**src/rtl/pwr_sup_pkg.sv**
```systemverilog
package pwr_sup_pkg;

  typedef enum logic [1:0] {
    PS_OFF     = 2'd0,
    PS_SUPPLY  = 2'd1,
    PS_WAITPLL = 2'd2,
    PS_RUN     = 2'd3
  } pwr_state_e;

  // bit positions inside the synchronised pin vector
  localparam int PIN_KEY  = 0;
  localparam int PIN_CHG  = 1;
  localparam int PIN_LOWB = 2;
  localparam int PIN_PLL  = 3;
  localparam int PIN_NUM  = 4;

  // counter width able to hold values 0 .. lim-1
  function automatic int cnt_bits(input int lim);
    return (lim > 2) ? $clog2(lim) : 1;
  endfunction

  // wake condition: key pressed (low) or charger present
  function automatic logic wake_req(input logic key_n, input logic chg);
    return (!key_n) || chg;
  endfunction

endpackage

```
**src/rtl/pwr_sup_sync.sv**
```systemverilog
module pwr_sup_sync #(
  parameter int               WIDTH   = 4,
  parameter int               STAGES  = 2,
  parameter logic [WIDTH-1:0] RST_VAL = '0
) (
  input  logic             clk,
  input  logic             rst_n,
  input  logic [WIDTH-1:0] d,
  output logic [WIDTH-1:0] q
);

  logic [WIDTH-1:0] stg [STAGES];

  always_ff @(posedge clk or negedge rst_n) begin
    if (!rst_n) begin
      for (int i = 0; i < STAGES; i++) stg[i] <= RST_VAL;
    end else begin
      stg[0] <= d;
      for (int i = 1; i < STAGES; i++) stg[i] <= stg[i-1];
    end
  end

  assign q = stg[STAGES-1];

endmodule

```
**src/rtl/pwr_sup_hold.sv**
```systemverilog
module pwr_sup_hold
  import pwr_sup_pkg::*;
#(
  parameter int HOLD_CYCLES = 1024
) (
  input  logic clk,
  input  logic rst_n,
  input  logic active,
  input  logic settled,
  output logic done
);

  localparam int CW = cnt_bits(HOLD_CYCLES);
  localparam logic [CW-1:0] LAST = CW'(HOLD_CYCLES - 1);

  logic [CW-1:0] cnt;

  assign done = active && settled && (cnt == LAST);

  always_ff @(posedge clk or negedge rst_n) begin
    if (!rst_n)                  cnt <= '0;
    else if (!active || !settled) cnt <= '0;
    else if (done)               cnt <= '0;
    else                         cnt <= cnt + 1'b1;
  end


  hold_restart_chk: assert property (@(posedge clk) disable iff (!rst_n)
    (active && !settled) |=> !done);

endmodule

```
**src/rtl/pwr_sup_wdog.sv**
```systemverilog
module pwr_sup_wdog
  import pwr_sup_pkg::*;
#(
  parameter int WDOG_CYCLES = 65536
) (
  input  logic clk,
  input  logic rst_n,
  input  logic arm,
  input  logic kick,
  output logic expire
);

  localparam int CW = cnt_bits(WDOG_CYCLES);
  localparam logic [CW-1:0] LAST = CW'(WDOG_CYCLES - 1);

  logic [CW-1:0] cnt;

  assign expire = arm && !kick && (cnt == LAST);

  always_ff @(posedge clk or negedge rst_n) begin
    if (!rst_n)               cnt <= '0;
    else if (!arm || kick)    cnt <= '0;
    else if (cnt == LAST)     cnt <= '0;
    else                      cnt <= cnt + 1'b1;
  end


  kick_reload_chk: assert property (@(posedge clk) disable iff (!rst_n)
    (arm && kick) |=> !expire);

endmodule

```
**src/rtl/pwr_sup.sv**
```systemverilog
module pwr_sup
  import pwr_sup_pkg::*;
#(
  parameter int SYNC_STAGES = 2,
  parameter int HOLD_CYCLES = 1024,
  parameter int WDOG_CYCLES = 65536
) (
  input  logic clk,
  input  logic rst_n,
  input  logic pwr_key_n,
  input  logic chg_det,
  input  logic lowbat_rst_n,
  input  logic pll_hold_n,
  input  logic wd_kick,
  input  logic off_req,
  output logic supply_en,
  output logic ctl_rst_n
);

  // reset values: key released, no charger, battery low, PLL unsettled
  localparam logic [PIN_NUM-1:0] PIN_IDLE = PIN_NUM'(1) << PIN_KEY;

  logic [PIN_NUM-1:0] pin_raw, pin_s;
  logic key_s, chg_s, lb_s, pll_s;
  logic hold_done, wd_expire, in_run, in_wait, wake;
  pwr_state_e cur, nxt;

  assign pin_raw[PIN_KEY]  = pwr_key_n;
  assign pin_raw[PIN_CHG]  = chg_det;
  assign pin_raw[PIN_LOWB] = lowbat_rst_n;
  assign pin_raw[PIN_PLL]  = pll_hold_n;

  pwr_sup_sync #(
    .WIDTH  (PIN_NUM),
    .STAGES (SYNC_STAGES),
    .RST_VAL(PIN_IDLE)
  ) sync_i (
    .clk  (clk),
    .rst_n(rst_n),
    .d    (pin_raw),
    .q    (pin_s)
  );

  assign key_s = pin_s[PIN_KEY];
  assign chg_s = pin_s[PIN_CHG];
  assign lb_s  = pin_s[PIN_LOWB];
  assign pll_s = pin_s[PIN_PLL];

  assign in_run  = (cur == PS_RUN);
  assign in_wait = (cur == PS_WAITPLL);
  assign wake    = wake_req(key_s, chg_s);

  pwr_sup_hold #(.HOLD_CYCLES(HOLD_CYCLES)) hold_i (
    .clk    (clk),
    .rst_n  (rst_n),
    .active (in_wait),
    .settled(pll_s),
    .done   (hold_done)
  );

  pwr_sup_wdog #(.WDOG_CYCLES(WDOG_CYCLES)) wdog_i (
    .clk   (clk),
    .rst_n (rst_n),
    .arm   (in_run),
    .kick  (wd_kick),
    .expire(wd_expire)
  );

  always_comb begin
    nxt = cur;
    if (!lb_s) begin
      nxt = PS_OFF;
    end else begin
      unique case (cur)
        PS_OFF:     if (wake) nxt = PS_SUPPLY;
        PS_SUPPLY:  nxt = PS_WAITPLL;
        PS_WAITPLL: if (hold_done) nxt = PS_RUN;
        PS_RUN:     if (off_req || wd_expire) nxt = PS_OFF;
        default:    nxt = PS_OFF;
      endcase
    end
  end

  always_ff @(posedge clk or negedge rst_n) begin
    if (!rst_n) cur <= PS_OFF;
    else        cur <= nxt;
  end

  assign supply_en = (cur != PS_OFF);
  assign ctl_rst_n = in_run;


  no_spurious_wake_chk: assert property (@(posedge clk) disable iff (!rst_n)
    (cur == PS_OFF && key_s && !chg_s) |=> (cur == PS_OFF));


  run_holds_chk: assert property (@(posedge clk) disable iff (!rst_n)
    (in_run && lb_s && !off_req && !wd_expire) |=> in_run);


  lowbat_off_chk: assert property (@(posedge clk) disable iff (!rst_n)
    !lb_s |=> (cur == PS_OFF));


  release_after_hold_chk: assert property (@(posedge clk) disable iff (!rst_n)
    $rose(ctl_rst_n) |-> $past(hold_done));


  rst_needs_supply_chk: assert property (@(posedge clk) disable iff (!rst_n)
    ctl_rst_n |-> supply_en);


  wdog_drop_chk: assert property (@(posedge clk) disable iff (!rst_n)
    wd_expire |=> !supply_en);


  sw_off_chk: assert property (@(posedge clk) disable iff (!rst_n)
    (in_run && off_req) |=> !supply_en);

endmodule

```
**config.mk**
```make
export PLATFORM = sky130hd
export DESIGN_NAME = pwr_sup
export DESIGN_NICKNAME = d
export VERILOG_FILES = /design/src/rtl/pwr_sup_pkg.sv /design/src/rtl/pwr_sup_sync.sv /design/src/rtl/pwr_sup_hold.sv /design/src/rtl/pwr_sup_wdog.sv /design/src/rtl/pwr_sup.sv
export SDC_FILE = /design/constraint.sdc
export NUM_CORES = 1
export LEC_CHECK = 0
export BUFFER_PORTS_ARGS = -buffer_cell sky130_fd_sc_hd__buf_2
export CAP_MARGIN = 20
export CORE_MARGIN = 2
export CORE_UTILIZATION = 37
export CTS_BUF_LIST = sky130_fd_sc_hd__clkbuf_4 sky130_fd_sc_hd__clkbuf_8
export DETAILED_ROUTE_END_ITERATION = 8
export PLACE_DENSITY = 0.59
export SLEW_MARGIN = 30
export SYNTH_ARGS = -nofsm -noshare
export SYNTH_HDL_FRONTEND = slang
export SYNTH_SLANG_ARGS = --single-unit
```
**constraint.sdc**
```tcl
create_clock -name clk -period 3.7 [get_ports clk]
set_clock_uncertainty 0.2 [all_clocks]
set_input_delay 0.555 -clock clk [delete_from_list [all_inputs] [get_ports clk]]
set_output_delay 0.555 -clock clk [all_outputs]
set_load 0.03 [all_outputs]
```
==> results of run 1 <==
flip-flops by register name (all words and copies together) (netlist names):
name / cells
wdog_i.cnt: 16
hold_i.cnt: 10
sync_i.q: 4
sync_i.stg: 4
cur: 2
final cells by class:
type	instances	area share, %
Sequential cell	36	50.0
Multi-Input combinational cell	103	37.9
Clock buffer	6	4.23
Tap cell	52	3.60
Timing Repair Buffer	9	2.49
Inverter	7	1.46
Clock inverter	1	0.277
critical path: stages (launching register included):
cell	delay [ns]
dfrtp_1	0.39
ha_1	0.22
and4_1	0.23
nand4_2	0.26
o21ai_2	0.60
nor2_1	0.11
per-stage QoR:
stage               area, um^2  util (%)
finish                    1810      42.0
global route              1810      42.0
CTS                       1810      42.0
detailed placement        1720      40.2
global placement          1720      40.2
floorplan                 1620         -
metal layers:
metal | track usage [%] | wire length, um | vias to the layer above
met3 | 4.47 | 101 | 10
met4 | 7.26 | 77 | 0
met5 | 0 | 0 | -
met2 | 22.9 | 1340 | 15
li1 | - | - | 517
met1 | 13.0 | 1210 | 522
power by group:
part | leakage, nW | total [mW] | switching [mW] | internal (mW)
sequential | 0.480 | 0.422 | 0.0122 | 0.410
clock | 0.0445 | 0.263 | 0.128 | 0.135
combinational | 0.263 | 0.102 | 0.0673 | 0.0346
total | 0.788 | 0.787 | 0.207 | 0.580
path summary, 6_finish.rpt:
path                                       to  cells after the start  slack, ns          start
worst max-delay path            wdog_i.cnt[6]                      5       1.53  wdog_i.cnt[0]
worst min-delay path            hold_i.cnt[6]                      1       0.15          rst_n
worst max register to register  wdog_i.cnt[6]                      5       1.53  wdog_i.cnt[0]
worst min register to register    sync_i.q[1]                      0       0.16  sync_i.stg[5]
max in group asynchronous       wdog_i.cnt[6]                      1       2.65          rst_n
min in group clk                  sync_i.q[1]                      0       0.16  sync_i.stg[5]
synthesized netlist by cell type:
library cell / n / area, um^2
ha_1: 6 / 75.1
mux2i_1: 2 / 20.0
dfrtp_1: 34 / 851
or3_4: 1 / 11.3
nand4_1: 1 / 6.26
nor2_1: 24 / 90.1
and3_1: 4 / 25.0
nand4_2: 2 / 25.0
nand2_1: 12 / 45.0
o21ai_0: 4 / 20.0
nor3_1: 4 / 20.0
buf_2: 1 / 5.00
xor2_1: 11 / 96.3
a21oi_1: 2 / 10.0
o311ai_2: 1 / 16.3
o311ai_4: 1 / 26.3
or3_1: 2 / 12.5
inv_1: 7 / 26.3
nand3_1: 10 / 50.1
dfstp_2: 2 / 52.6
nand3_2: 1 / 10.0
nand3b_1: 1 / 7.51
o21ai_2: 1 / 8.76
and4_1: 2 / 17.5
nor2b_1: 1 / 6.26
xnor2_1: 9 / 78.8
nor4_1: 1 / 6.26
kinds of logic after synthesis:
logic type,synth area share (%)
multiplexers,1.24
buffers and inverters,1.93
XOR/XNOR,10.8
flip-flops,55.8
AND/OR/NAND/NOR,20.6
AO/OA/AOI/OAI,5.02
adder cells (fa/ha/maj),4.64
cells in the final DEF, fill, tap and decap left out, types with 5 or more instances in the layout:
cell      count
nand3_1      10
inv_1         7
nor2_1       24
xnor2_1       9
buf_2         9
xor2_1       11
ha_1          6
clkbuf_8      5
dfrtp_1      34
nand2_1      12
==> flow_metrics.py, run 1 <==
metrics = {
    "yosys": {
        "yosysWarningCount": 0,
        "synthesis.nets": 161,
        "syn-cell-area_um2": 1620,
        "ys_seq_area_share_pct": 55.8,
        "synth_cell_type_count": 27,
        "synth-seq-cells": 36,
        "syn_avg_cell_area_um2": 11.0,
        "syn_inst": 147,
    },
    "clock_tree": {
        "cts_max_level": 2,
        "cts.path.max_buffers": 2,
        "cts_setup_buffers": 0,
        "numCtsBuffers": 5,
        "clk_latency_ns": 0.28,
        "cts-hold-fix-buffers": 0,
        "cts_tree": "done",
        "cts-root-buf": "clkbuf_8",
        "cts.sinks": 36,
        "cts_resized": 0,
        "path_clk_slew_ns": 0.07,
    },
    "timing": {
        "final.setup.worst_slack_ns": 1.53,
        "tns_ns": 0,
        "fin_crit_sh_pct": 58.5,
        "relSlewSlack_pct": 47.9,
        "finalCriticalPeriod_ns": 2.17,
        "hold_viol": 0,
        "setup_viol": 0,
        "rsz0062_at_grt": "false",
        "worstMarginPinSlew_ns": 0.782,
        "whs_ns": 0.147,
        "drv_slew": 0,
        "max_clock_freq_mhz": 462,
    },
    "global_routing": {
        "track_usage_pct": 12.9,
        "grt_antenna_before_repair": 0,
        "grt_pass1_wl_mm": 4.93,
        "overflow": 0,
        "grt_pass1_vias": 1175,
        "grt_max_degree": 37,
    },
    "hold_path": {
        "min_path_type": "in -> async",
    },
    "cells_and_area": {
        "diodes": 0,
        "multi_input_area_um2": 684,
        "syn_to_final_growth_pct": 11.5,
        "regArea_um2": 903,
        "fin_nets": 176,
        "fillCellCount": 421,
        "fin_cells": 214,
        "drive_gt1_share_pct": 15.4,
    },
    "routing": {
        "num_vias": 1064,
        "dr.pass1.iters": 4,
        "drt_iter0_drc": 68,
        "drc_errors": 0,
        "ant_nets": 0,
        "routedWlPerCell_um": 12.7,
        "wirelength_mm": 2.73,
        "drt-vias-per-instance": 4.97,
    },
    "power_and_ir_drop": {
        "leakage_nw": 0.788,
        "ir_worst_vdd_v": 0.000197,
        "p_total_uw": 787,
        "power_density_nw_per_um2": 436,
    },
    "floorplanning": {
        "die_w_um": 70.2,
        "rows": 24,
        "dieArea_um2": 4920,
        "coreArea_um2": 4290,
        "ios": 10,
        "die_h_um": 70.2,
        "initial_core_util_pct": 37.7,
    },
    "setup_path": {
        "critPathKind": "reg -> reg",
        "path_max_fanout": 16,
        "worstPathArrival_ns": 2.10,
        "worstPathRequired_ns": 3.63,
        "crit_path_start_kind": "flip-flop",
        "endpoint_kind": "flip-flop",
    },
    "run_status": {
        "status": "finished clean",
    },
    "placement": {
        "place_congestion": 0.776,
        "io_buffers": 9,
        "dpl.hpwl_mm": 1.89,
        "place_inst": 207,
        "dpl_worst_slack_ns": 1.53,
    },
    "flow_run": {
        "drv_cap": 0,
    },
}
(Power assumes the default switching activity.)
==> run 2, diff against run 1 <==
==> constraint.sdc (replaced) <==
create_clock -name clk -period 2.1 [get_ports clk]
set_clock_uncertainty 0.2 [all_clocks]
set_input_delay 0.315 -clock clk [delete_from_list [all_inputs] [get_ports clk]]
set_output_delay 0.315 -clock clk [all_outputs]
set_load 0.03 [all_outputs]
==> flow_metrics.py, run 2 (synthesis results as in run 1) <==
metrics = {
    "global_routing": {
        "grt_pass1_wl_mm": 4.95,
        "overflow": 0,
        "track_usage_pct": 12.6,
        "grt_max_degree": 37,
        "grt_pass1_vias": 1172,
        "grt_antenna_before_repair": 0,
    },
    "cells_and_area": {
        "diodes": 0,
        "layout_commonest_cell": "dfrtp_1",
        "largest_reg_flops": 16,
        "fin_cells": 222,
        "fillCellCount": 407,
        "top_register": "wdog_i.cnt",
        "syn_to_final_growth_pct": 16.5,
        "drive_gt1_share_pct": 16.5,
        "mostFrequentLayoutCells": "dfrtp_1 (34), nor2_1 (24), nand2_1 (12)",
        "reg.largest.list": "wdog_i.cnt x16, hold_i.cnt x10",
        "fin_nets": 183,
    },
    "power_and_ir_drop": {
        "power_frac_comb_pct": 13.5,
        "seqPwrFrac_pct": 52.7,
        "ir_worst_vdd_v": 0.000410,
        "power.internal_mw": 1.05,
        "power_switching_uw": 358,
        "power_density_nw_per_um2": 748,
        "leakage_nw": 0.829,
        "switching_share_pct": 25.4,
        "p_clk_share_pct": 33.8,
    },
    "floorplanning": {
        "die_h_um": 70.2,
        "dieArea_um2": 4920,
        "ios": 10,
        "rows": 24,
        "initial_core_util_pct": 37.7,
        "coreArea_um2": 4290,
        "die_w_um": 70.2,
    },
    "routing": {
        "drt_iter0_drc": 35,
        "drc_errors": 0,
        "ant_nets": 0,
        "drt-vias-per-instance": 4.85,
        "routedWlPerCell_um": 11.7,
        "num_vias": 1076,
        "wirelength_mm": 2.60,
        "dr.pass1.iters": 6,
    },
    "timing": {
        "relSlewSlack_pct": 48.0,
        "finalCriticalPeriod_ns": 1.93,
        "drv_slew": 0,
        "rsz0062_at_grt": "false",
        "fin_crit_sh_pct": 91.9,
        "whs_ns": 0.156,
        "hold_viol": 0,
        "worstMarginPinSlew_ns": 0.780,
        "max_clock_freq_mhz": 518,
        "setup_viol": 0,
        "tns_ns": 0,
    },
    "setup_path": {
        "critPathKind": "reg -> reg",
        "worstPathArrival_ns": 1.89,
        "path_max_fanout": 8,
        "r2r-start": "wdog_i.cnt[0]",
        "r2r_setup_slack_ns": 0.17,
        "crit_path_start_kind": "flip-flop",
        "reg2reg_to": "cur[0]",
        "r2r_cells": 6,
        "worstPathRequired_ns": 2.06,
        "endpoint_kind": "flip-flop",
    },
    "placement": {
        "io_buffers": 9,
        "place_congestion": 0.765,
        "dpl.hpwl_mm": 1.85,
        "place_inst": 209,
    },
    "clock_tree": {
        "cts.path.max_buffers": 2,
        "cts-root-buf": "clkbuf_8",
        "cts_tree": "done",
        "numCtsBuffers": 5,
        "path_clk_slew_ns": 0.07,
        "clk_latency_ns": 0.28,
        "cts_max_level": 2,
        "cts.sinks": 36,
    },
    "run_status": {
        "status": "finished clean",
    },
    "flow_run": {
        "drv_cap": 0,
    },
    "hold_path": {
        "hold_path_depth": 0,
        "hold_end": "sync_i.q[0]",
        "min_path_type": "reg -> reg",
        "holdCritStartpoint": "sync_i.stg[4]",
    },
}
==> run 2: cell count changes in the layout (fill, tap and decap cells not counted) <==
cell | previous run | this run
clkbuf_4 | 1 | 2
nand4_2 | 2 | 1
buf_4 | 0 | 2
nand4_4 | 0 | 1
dlygate4sd3_1 | 0 | 5
==> run 2: repair_timing <==
action | in CTS | in global routing
hold endpoints to repair | 38 | 0
hold buffers | 5 | 0
endpoints found under the setup margin | 0 | 2
setup buffers | 0 | 0
resized for setup | 0 | 1
==> run 2: critical path, cell delays in order, from the launching register on <==
cell and delay [ns]:
dfrtp_1 0.38, ha_1 0.21, and4_1 0.26, nand4_4 0.19, o311ai_4 0.31, nand3_2 0.13, mux2i_1 0.13
==> run 2: final cells by class <==
type	count	area, um^2	area share, %
flip-flops and latches	36	903	47.9
multi-input cells	103	693	36.7
repair buffers	16	110	5.84
clock buffers	7	83.8	4.44
well taps	52	65.1	3.45
inverters	7	26.3	1.39
clock inverters	1	5.00	0.265
==> run 2: worst max-delay path by stage <==
stage | depth (start not counted) | slack, ns | endpoint | startpoint
2_1_floorplan | 6 | 0.24 | wdog_i.cnt[11] | wdog_i.cnt[0]
3_3_place_gp | 6 | 0.16 | cur[0] | wdog_i.cnt[0]
3_5_place_dp | 6 | 0.1 | cur[1] | wdog_i.cnt[0]
4_1_cts | 6 | 0.08 | cur[0] | wdog_i.cnt[0]
5_1_grt | 6 | 0.03 | cur[1] | wdog_i.cnt[0]
6_report | 6 | 0.17 | cur[0] | wdog_i.cnt[0]
==> run 2: power by group through the flow <==
stage	Clock, mW	Sequential [mW]	Combinational (mW)
3_5_place_dp	0	0.756	0.184
5_1_grt	0.535	0.748	0.219
6_report	0.478	0.744	0.190
2_1_floorplan	0	0.751	0.126
4_1_cts	0.509	0.743	0.194
3_3_place_gp	0	0.754	0.181
==> run 2: metal layers <==
metal  vias up  routed length [um]  track usage [%]
met5         -                   0                0
met3         4                  78             3.46
li1        534                   -                -
met1       525                1160             15.3
met2        13                1330             21.3
met4         0                  27             5.13
==> run 2: stage by stage <==
step | instance area, um^2 | util (%) | power (mW) | setup WS, ns
3_5_place_dp | 1740 | 40.5 | 0.940 | 0.0966
4_1_cts | 1880 | 43.7 | 1.45 | 0.0777
3_3_place_gp | 1740 | 40.5 | 0.935 | 0.163
2_1_floorplan | 1620 | - | 0.878 | 0.236
6_report | 1890 | 43.9 | 1.41 | 0.169
5_1_grt | 1890 | 43.9 | 1.50 | 0.0284
